**src/rtl/blink_pkg.sv**
```systemverilog
package blink_pkg;
    localparam int unsigned TAP_COUNT = 8;
    localparam int unsigned SEL_W     = $clog2(TAP_COUNT);
    typedef logic [SEL_W-1:0]     rate_t;
    typedef logic [TAP_COUNT-1:0] taps_t;
endpackage

```
**src/rtl/blink_prescaler.sv**
```systemverilog
module blink_prescaler #(
    parameter int unsigned DIV_TERMINAL = 1_000_000
) (
    input  logic clk_i,
    input  logic rst_i,
    output logic tick_o
);
    localparam int unsigned CNT_W = (DIV_TERMINAL > 2) ? $clog2(DIV_TERMINAL) : 1;
    localparam logic [CNT_W-1:0] LAST = CNT_W'(DIV_TERMINAL - 1);

    typedef struct packed {
        logic [CNT_W-1:0] cnt;
        logic             tick;
    } pre_t;

    pre_t st_d, st_q;

    always_comb begin
        st_d      = st_q;
        st_d.tick = 1'b0;
        if (st_q.cnt == LAST) begin
            st_d.cnt  = '0;
            st_d.tick = 1'b1;
        end else begin
            st_d.cnt = st_q.cnt + 1'b1;
        end
    end

    always_ff @(posedge clk_i) begin
        if (rst_i) st_q <= '0;
        else       st_q <= st_d;
    end

    assign tick_o = st_q.tick;
endmodule

```
**src/rtl/blink_divchain.sv**
```systemverilog
module blink_divchain
    import blink_pkg::*;
(
    input  logic  clk_i,
    input  logic  rst_i,
    input  logic  tick_i,
    output taps_t taps_o
);
    taps_t div_d, div_q;

    always_comb begin
        div_d = div_q;
        if (tick_i) div_d = div_q + 1'b1;
    end

    always_ff @(posedge clk_i) begin
        if (rst_i) div_q <= '0;
        else       div_q <= div_d;
    end

    // Each output bit is one halving stage of the chain.
    for (genvar k = 0; k < TAP_COUNT; k++) begin : g_tap
        assign taps_o[k] = div_q[k];
    end
endmodule

```
**src/rtl/blink_debounce.sv**
```systemverilog
module blink_debounce #(
    parameter int unsigned DEBOUNCE_CYCLES = 1_000_000
) (
    input  logic clk_i,
    input  logic rst_i,
    input  logic btn_i,
    output logic step_o
);
    localparam int unsigned DW = $clog2(DEBOUNCE_CYCLES + 1);
    localparam logic [DW-1:0] HOLD_LAST = DW'(DEBOUNCE_CYCLES - 1);

    typedef struct packed {
        logic [1:0]    sync;
        logic [DW-1:0] cnt;
        logic          stable;
        logic          step;
    } deb_t;

    deb_t st_d, st_q;

    always_comb begin
        st_d      = st_q;
        st_d.sync = {st_q.sync[0], btn_i};
        st_d.step = 1'b0;
        if (st_q.sync[1] == st_q.stable) begin
            st_d.cnt = '0;
        end else if (st_q.cnt == HOLD_LAST) begin
            st_d.cnt    = '0;
            st_d.stable = st_q.sync[1];
            st_d.step   = st_q.sync[1];
        end else begin
            st_d.cnt = st_q.cnt + 1'b1;
        end
    end

    always_ff @(posedge clk_i) begin
        if (rst_i) st_q <= '0;
        else       st_q <= st_d;
    end

    assign step_o = st_q.step;
endmodule

```
**src/rtl/blink_rate_top.sv**
```systemverilog
module blink_rate_top
    import blink_pkg::*;
#(
    parameter int unsigned DIV_TERMINAL    = 1_000_000,
    parameter int unsigned DEBOUNCE_CYCLES = 1_000_000
) (
    input  logic clk_i,
    input  logic rst_i,
    input  logic enable_i,
    input  logic step_btn_i,
    output logic led_o
);
    typedef struct packed {
        rate_t rate;
        logic  led;
    } top_t;

    logic  tick;
    logic  step;
    taps_t div_q;
    rate_t rate_q;
    top_t  st_d, st_q;

    blink_prescaler #(.DIV_TERMINAL(DIV_TERMINAL)) u_pre (
        .clk_i (clk_i),
        .rst_i (rst_i),
        .tick_o(tick)
    );

    blink_divchain u_div (
        .clk_i (clk_i),
        .rst_i (rst_i),
        .tick_i(tick),
        .taps_o(div_q)
    );

    blink_debounce #(.DEBOUNCE_CYCLES(DEBOUNCE_CYCLES)) u_deb (
        .clk_i (clk_i),
        .rst_i (rst_i),
        .btn_i (step_btn_i),
        .step_o(step)
    );

    always_comb begin
        st_d = st_q;
        if (step) st_d.rate = st_q.rate + 1'b1;   // wraps 7 -> 0
        st_d.led = enable_i & div_q[st_q.rate];
    end

    always_ff @(posedge clk_i) begin
        if (rst_i) st_q <= '0;
        else       st_q <= st_d;
    end

    assign rate_q = st_q.rate;
    assign led_o  = st_q.led;
endmodule

```
**config.mk**
```make
export PLATFORM = sky130hd
export DESIGN_NAME = blink_rate_top
export DESIGN_NICKNAME = d
export VERILOG_FILES = /design/src/rtl/blink_pkg.sv /design/src/rtl/blink_prescaler.sv /design/src/rtl/blink_divchain.sv /design/src/rtl/blink_debounce.sv /design/src/rtl/blink_rate_top.sv
export SDC_FILE = /design/constraint.sdc
export NUM_CORES = 1
export LEC_CHECK = 0
export CAP_MARGIN = 20
export CORE_MARGIN = 5
export CORE_UTILIZATION = 40
export CTS_CLUSTER_DIAMETER = 120
export DETAILED_ROUTE_END_ITERATION = 7
export DONT_BUFFER_PORTS = 1
export PLACE_DENSITY = 0.59
export SYNTH_ARGS = -nofsm -noshare
export SYNTH_HDL_FRONTEND = slang
export SYNTH_SLANG_ARGS = --single-unit
```
**constraint.sdc**
```tcl
create_clock -name clk_i -period 5.64 [get_ports clk_i]
set_clock_uncertainty 0.1 [all_clocks]
set_input_delay 0.846 -clock clk_i [delete_from_list [all_inputs] [get_ports clk_i]]
set_output_delay 0.846 -clock clk_i [all_outputs]
set_load 0.1 [all_outputs]
```
==> impl_metrics.ini, run 1 <==
[timing]
relSlewSlack_pct = 38.0
final-hold-violation-count = 0
final-setup-viol-count = 0
min_period_over_period_pct = 39.4
rsz0062_at_grt = false
worstMarginPinSlew_ns = 0.929
tns_ns = 0
fmax_mhz = 450
fin_crit_ns = 2.22
drv_slew = 0

[power_and_ir_drop]
ir_drop_mv = 0.226
power_leakage_nw = 0.898
powerDensity_nw_per_um2 = 304
power_uw = 843

[detailed_routing]
wl_um = 4160
viasPerCell = 5.18
dr.pass1.iters = 4
drtAntennaViolNets = 0
wl_per_cell_um = 11.7
drtIter0Drc = 77
drc = 0
vias = 1844

[setup_path]
crit_fanout = 1
crit_required_ns = 4.69
worstSetupPathType = flip-flop to output port
start_kind = flip-flop
cp-end-kind = output port
arrival_ns = 1.27

[final_layout]
nNetsFinal = 284
area_delta_synth_final_pct = 11.2
final_common_cell = dfxtp_1
diodes = 0
most-common-layout-cells = dfxtp_1, nor2_1, xnor2_1, xor2_1, nand2_1
instances_no_fill = 356
drive_gt1_share_pct = 9.61
final_core_util_pct = 46.2

[die]
num_io_pins = 5
die_area_um2 = 7910
die_h_um = 88.9
coreArea_um2 = 5990
die_w_um = 88.9
std_cell_rows = 28
initial_core_util_pct = 41.6

[cts]
ctsResizeCount = 0
clock_sinks = 57
insertion_delay_ns = 0.33
clk_pin_slew_ns = 0.07
postCtsHoldBufs = 0
numCtsBuffers = 9
tritoncts = yes
h-tree-depth = 3
cts_setup_buffers = 0
root_buffer = clkbuf_8
clk_path_buf_depth = 2

[logic_synthesis]
ys_ff_latch = 57
synthCells = 276
synth_area_um2 = 2490
yosysWarnings = 0
yosysUniqueCellTypes = 36
synth_area_per_cell_um2 = 9.03
synth_seq_area_share_pct = 45.8
syn-num-nets = 284

[global_routing]
grt_use_met1_pct = 15.2
antenna_found_initial = 0
grt_util_met2_pct = 18.1
grtUsageTotal_pct = 12.1
gr-total-overflow = 0
grt_pass1_wl_um = 7380
busiest_layer = met2
grt_pass1_vias = 1725
grt_use_met3_pct = 5.53
grt_max_degree = 22

[place]
dpl.cell_count = 340
gp_congestion = 0.739
io_buffer_count = 0
place_hpwl_um = 2830

[worst_hold_path]
hold_class = flip-flop to flip-flop

[run_status]
outcome = completed

[run]
maxCapViolCount = 0
## metal layers
| layer | up-vias | wire, um |
|---|---|---|
| li1 | 969 | - |
| met1 | 854 | 2130 |
| met2 | 15 | 1810 |
| met3 | 6 | 156 |
| met4 | 0 | 65 |
| met5 | - | 0 |
## path summary, 6_finish.rpt
path	slack (ns)	to	depth (start not counted)	start
setup / recovery	3.42	led_o	0	led_o$_SDFF_PP0_
hold / removal	0.35	u_deb.st_q[23]$_SDFF_PP0_	1	u_deb.st_d[23]$_SDFF_PP0_
setup reg to reg	3.50	u_deb.st_q[13]$_SDFF_PP0_	5	u_deb.st_q[9]$_SDFF_PP0_
hold reg to reg	0.35	u_deb.st_q[23]$_SDFF_PP0_	1	u_deb.st_d[23]$_SDFF_PP0_
## power by group
part / switching, mW / internal [mW]
logic: 0.00508 / 0.00338
registers: 0.00211 / 0.405
clock network: 0.175 / 0.253
total: 0.182 / 0.661
## metrics by stage
stage	worst slack (ns)	hold WS [ns]	cell area, um2
floorplan	3.60	0.314	2490
global placement	3.53	0.336	2540
detailed placement	3.50	0.324	2540
CTS	3.40	0.347	2770
global route	3.37	0.352	2770
finish	3.42	0.346	2770
## cells in the mapped netlist
| master | n | area share [%] |
|---|---|---|
| xnor2_1 | 16 | 5.6 |
| and3_2 | 1 | 0.30 |
| nand3_1 | 13 | 2.6 |
| and4b_1 | 2 | 0.80 |
| or4_4 | 2 | 0.90 |
| nor3_1 | 3 | 0.60 |
| nor4_1 | 4 | 1.0 |
| nand4b_1 | 2 | 0.70 |
| nor3b_1 | 1 | 0.30 |
| xor2_1 | 16 | 5.6 |
| nand4_4 | 1 | 0.85 |
| inv_1 | 7 | 1.1 |
| buf_2 | 3 | 0.60 |
| nor4b_1 | 1 | 0.35 |
| dfxtp_1 | 57 | 46 |
| or2_2 | 1 | 0.25 |
| ha_1 | 4 | 2.0 |
| or4b_2 | 1 | 0.40 |
| or4_1 | 5 | 1.5 |
| mux4_2 | 2 | 1.8 |
| a31o_2 | 1 | 0.35 |
| nand4bb_1 | 1 | 0.45 |
| mux2i_1 | 3 | 1.2 |
| nand4_1 | 10 | 2.5 |
| or3_1 | 11 | 2.8 |
| a21oi_1 | 14 | 2.8 |
| nor2b_1 | 2 | 0.50 |
| o21ai_1 | 1 | 0.20 |
| o21ai_0 | 12 | 2.4 |
| nor2_1 | 43 | 6.5 |
| nand2_1 | 15 | 2.3 |
| clkbuf_1 | 9 | 1.4 |
| and4_1 | 3 | 1.1 |
| a21oi_2 | 1 | 0.35 |
| o31ai_1 | 3 | 0.90 |
| and3_1 | 5 | 1.3 |
## state kept, by name, summed over array words and instances, names as in the netlist
name          cells
u_div.taps_o      8
rate_q            3
u_pre.tick_o      1
u_deb.st_d        1
led_o             1
u_deb.st_q       22
u_deb.step_o      1
u_pre.st_q       20
## layout make-up
cell class	count	area, um2
Clock inverter	7	101
Tap cell	75	93.8
Timing Repair Buffer	1	7.51
Multi-Input combinational cell	200	1270
Fill cell	591	3220
Clock buffer	9	124
Sequential cell	57	1140
Inverter	7	26.3
## cells by family after synthesis
family	count (synthesis)	synth area share, %
compound gates	32	7.03
xor+xnor	32	11.3
fa+ha+maj	4	2.01
buf+inv	19	3.01
flops	57	45.8
mux	5	3.01
simple gates	127	27.9
No activity file was read; power rests on OpenSTA's default activity.
==> run 2: changes to the inputs <==
==> constraint.sdc (replaced) <==
create_clock -name clk_i -period 2.3 [get_ports clk_i]
set_clock_uncertainty 0.1 [all_clocks]
set_input_delay 0.345 -clock clk_i [delete_from_list [all_inputs] [get_ports clk_i]]
set_output_delay 0.345 -clock clk_i [all_outputs]
set_load 0.1 [all_outputs]
==> run 2 against run 1 <==
Net effect:
- worst hold slack got worse by 0.29 ns
- sequential share of layout area fell by 0.71 points
- flip-flop and latch count did not move
- clock power rose by 140%
- first-iteration DRC count rose by 23%
- routed wire length rose by 7.5%
- design area rose by 1.8%
- combinational power rose to 3.3 times the previous value
- critical endpoint is now u_deb.st_q[16]$_SDFF_PP0_
- largest cell class unchanged
==> impl_metrics.ini, run 2 (same netlist as run 1, synthesis figures left out) <==
[final_layout]
final_area_um2 = 2820
most-common-layout-cells = dfxtp_1, nor2_1, xnor2_1, xor2_1, nand2_1
largest_register = u_deb.st_q
area_delta_synth_final_pct = 13.1
final_core_util_pct = 47.0
final_common_cell = dfxtp_1
seq_area_um2 = 1140
diodes = 0
fill_cells = 581
drive_gt1_share_pct = 10.1
multiInputGateArea_um2 = 1270
nNetsFinal = 289
instances_no_fill = 361
largest_reg_flops = 22

[die]
std_cell_rows = 28
die_h_um = 88.9
initial_core_util_pct = 41.6
die_w_um = 88.9
die_area_um2 = 7910
coreArea_um2 = 5990
num_io_pins = 5

[cts]
clk_pin_slew_ns = 0.06
clk_path_buf_depth = 2
root_buffer = clkbuf_8
numCtsBuffers = 9
tritoncts = yes
clock_sinks = 57
cts_setup_buffers = 0
h-tree-depth = 3
insertion_delay_ns = 0.33

[place]
postPlaceCellArea_um2 = 2590
gp_congestion = 0.798
dpl.cell_count = 344
place_hpwl_um = 2870
io_buffer_count = 0

[detailed_routing]
wl_per_cell_um = 12.4
wl_um = 4470
vias = 1851
dr.pass1.iters = 4
drtAntennaViolNets = 0
drtIter0Drc = 95
drc = 0
viasPerCell = 5.13

[global_routing]
antenna_found_initial = 0
grt_pass1_wl_um = 7860
grt_pass1_vias = 1710
gr-total-overflow = 0
grtUsageTotal_pct = 13.1
grt_max_degree = 21

[setup_path]
arrival_ns = 2.26
path_cells = or4b_2, or4_4, o21ai_1, buf_12, a21oi_1
critPathSlowestCell = or4b_2
crit_fanout = 20
start_kind = flip-flop
worstRegToRegCells = 5
r2r_slack_ns = 0.16
cp-end-kind = flip-flop
crit_required_ns = 2.41
slowest_delay_ns = 0.67
r2r-start = u_deb.st_q[9]$_SDFF_PP0_
worstSetupPathType = flip-flop to flip-flop
critical_path_buf_inv_count = 1
cp_top_family = simple AND/OR/NAND/NOR gates
r2r-end = u_deb.st_q[16]$_SDFF_PP0_

[timing]
tns_ns = 0
relSlewSlack_pct = 57.4
final-hold-violation-count = 0
drv_slew = 0
final-setup-viol-count = 0
worstMarginPinSlew_ns = 0.638
min_period_over_period_pct = 93.2
fmax_mhz = 467
worst_hold_slack_ns = 0.0547
rsz0062_at_grt = false
fin_crit_ns = 2.14

[worst_hold_path]
holdPathStages = 1
hold_path_end = u_deb.st_d[23]$_SDFF_PP0_
min-delay-start = step_btn_i
hold_class = primary input to flip-flop

[run_status]
outcome = completed

[power_and_ir_drop]
ir_drop_mv = 0.428
power_leakage_nw = 0.929
powerDensity_nw_per_um2 = 729

[run]
maxCapViolCount = 0
## run 2: worst max-delay path by stage
| stage | startpoint | endpoint | slack, ns | depth (start not counted) |
|---|---|---|---|---|
| 2_1_floorplan | u_pre.st_q[1]$_SDFF_PP0_ | u_pre.st_q[10]$_SDFF_PP0_ | 0.26 | 8 |
| 3_3_place_gp | u_deb.st_q[9]$_SDFF_PP0_ | u_deb.st_q[4]$_SDFF_PP0_ | 0.21 | 5 |
| 3_5_place_dp | u_deb.st_q[9]$_SDFF_PP0_ | u_deb.st_q[21]$_SDFF_PP0_ | 0.17 | 5 |
| 4_1_cts | u_deb.st_q[9]$_SDFF_PP0_ | u_deb.st_q[7]$_SDFF_PP0_ | 0.15 | 5 |
| 5_1_grt | u_deb.st_q[9]$_SDFF_PP0_ | u_deb.st_q[7]$_SDFF_PP0_ | 0.08 | 5 |
| 6_report | u_deb.st_q[9]$_SDFF_PP0_ | u_deb.st_q[16]$_SDFF_PP0_ | 0.16 | 5 |
## run 2: timing repair
action	CTS	global route
gates resized for setup	0	0
hold buffers	1	0
hold endpoints to repair	17	0
## run 2: per-stage QoR
stage	setup slack, ns	total power [mW]
finish	0.157	2.05
global route	0.0805	2.15
CTS	0.151	2.09
detailed placement	0.174	1.04
global placement	0.212	1.04
floorplan	0.264	1.04
## run 2: area by class of cell
| type | instances | area share (%) |
|---|---|---|
| inverter | 7 | 0.933 |
| tap | 75 | 3.33 |
| clock buffer | 12 | 5.15 |
| sequential | 57 | 40.5 |
| multi-input combinational | 200 | 45.2 |
| clock inverter | 4 | 2.71 |
| timing repair buffer | 6 | 2.13 |
## run 2: per-layer routing
layer  share of wire, %  GRT usage [%]  up-vias
met2                 45           19.8       23
met4               0.83           6.59        0
met1                 50           16.1      851
li1                   -              -      975
met3                3.8           5.25        2
met5                  0              0        -
## run 2: power by group
part	internal, mW	switching [mW]	total, mW
clock network	0.642	0.384	1.03
registers	0.994	0.00508	0.999
logic	0.0105	0.0173	0.0278
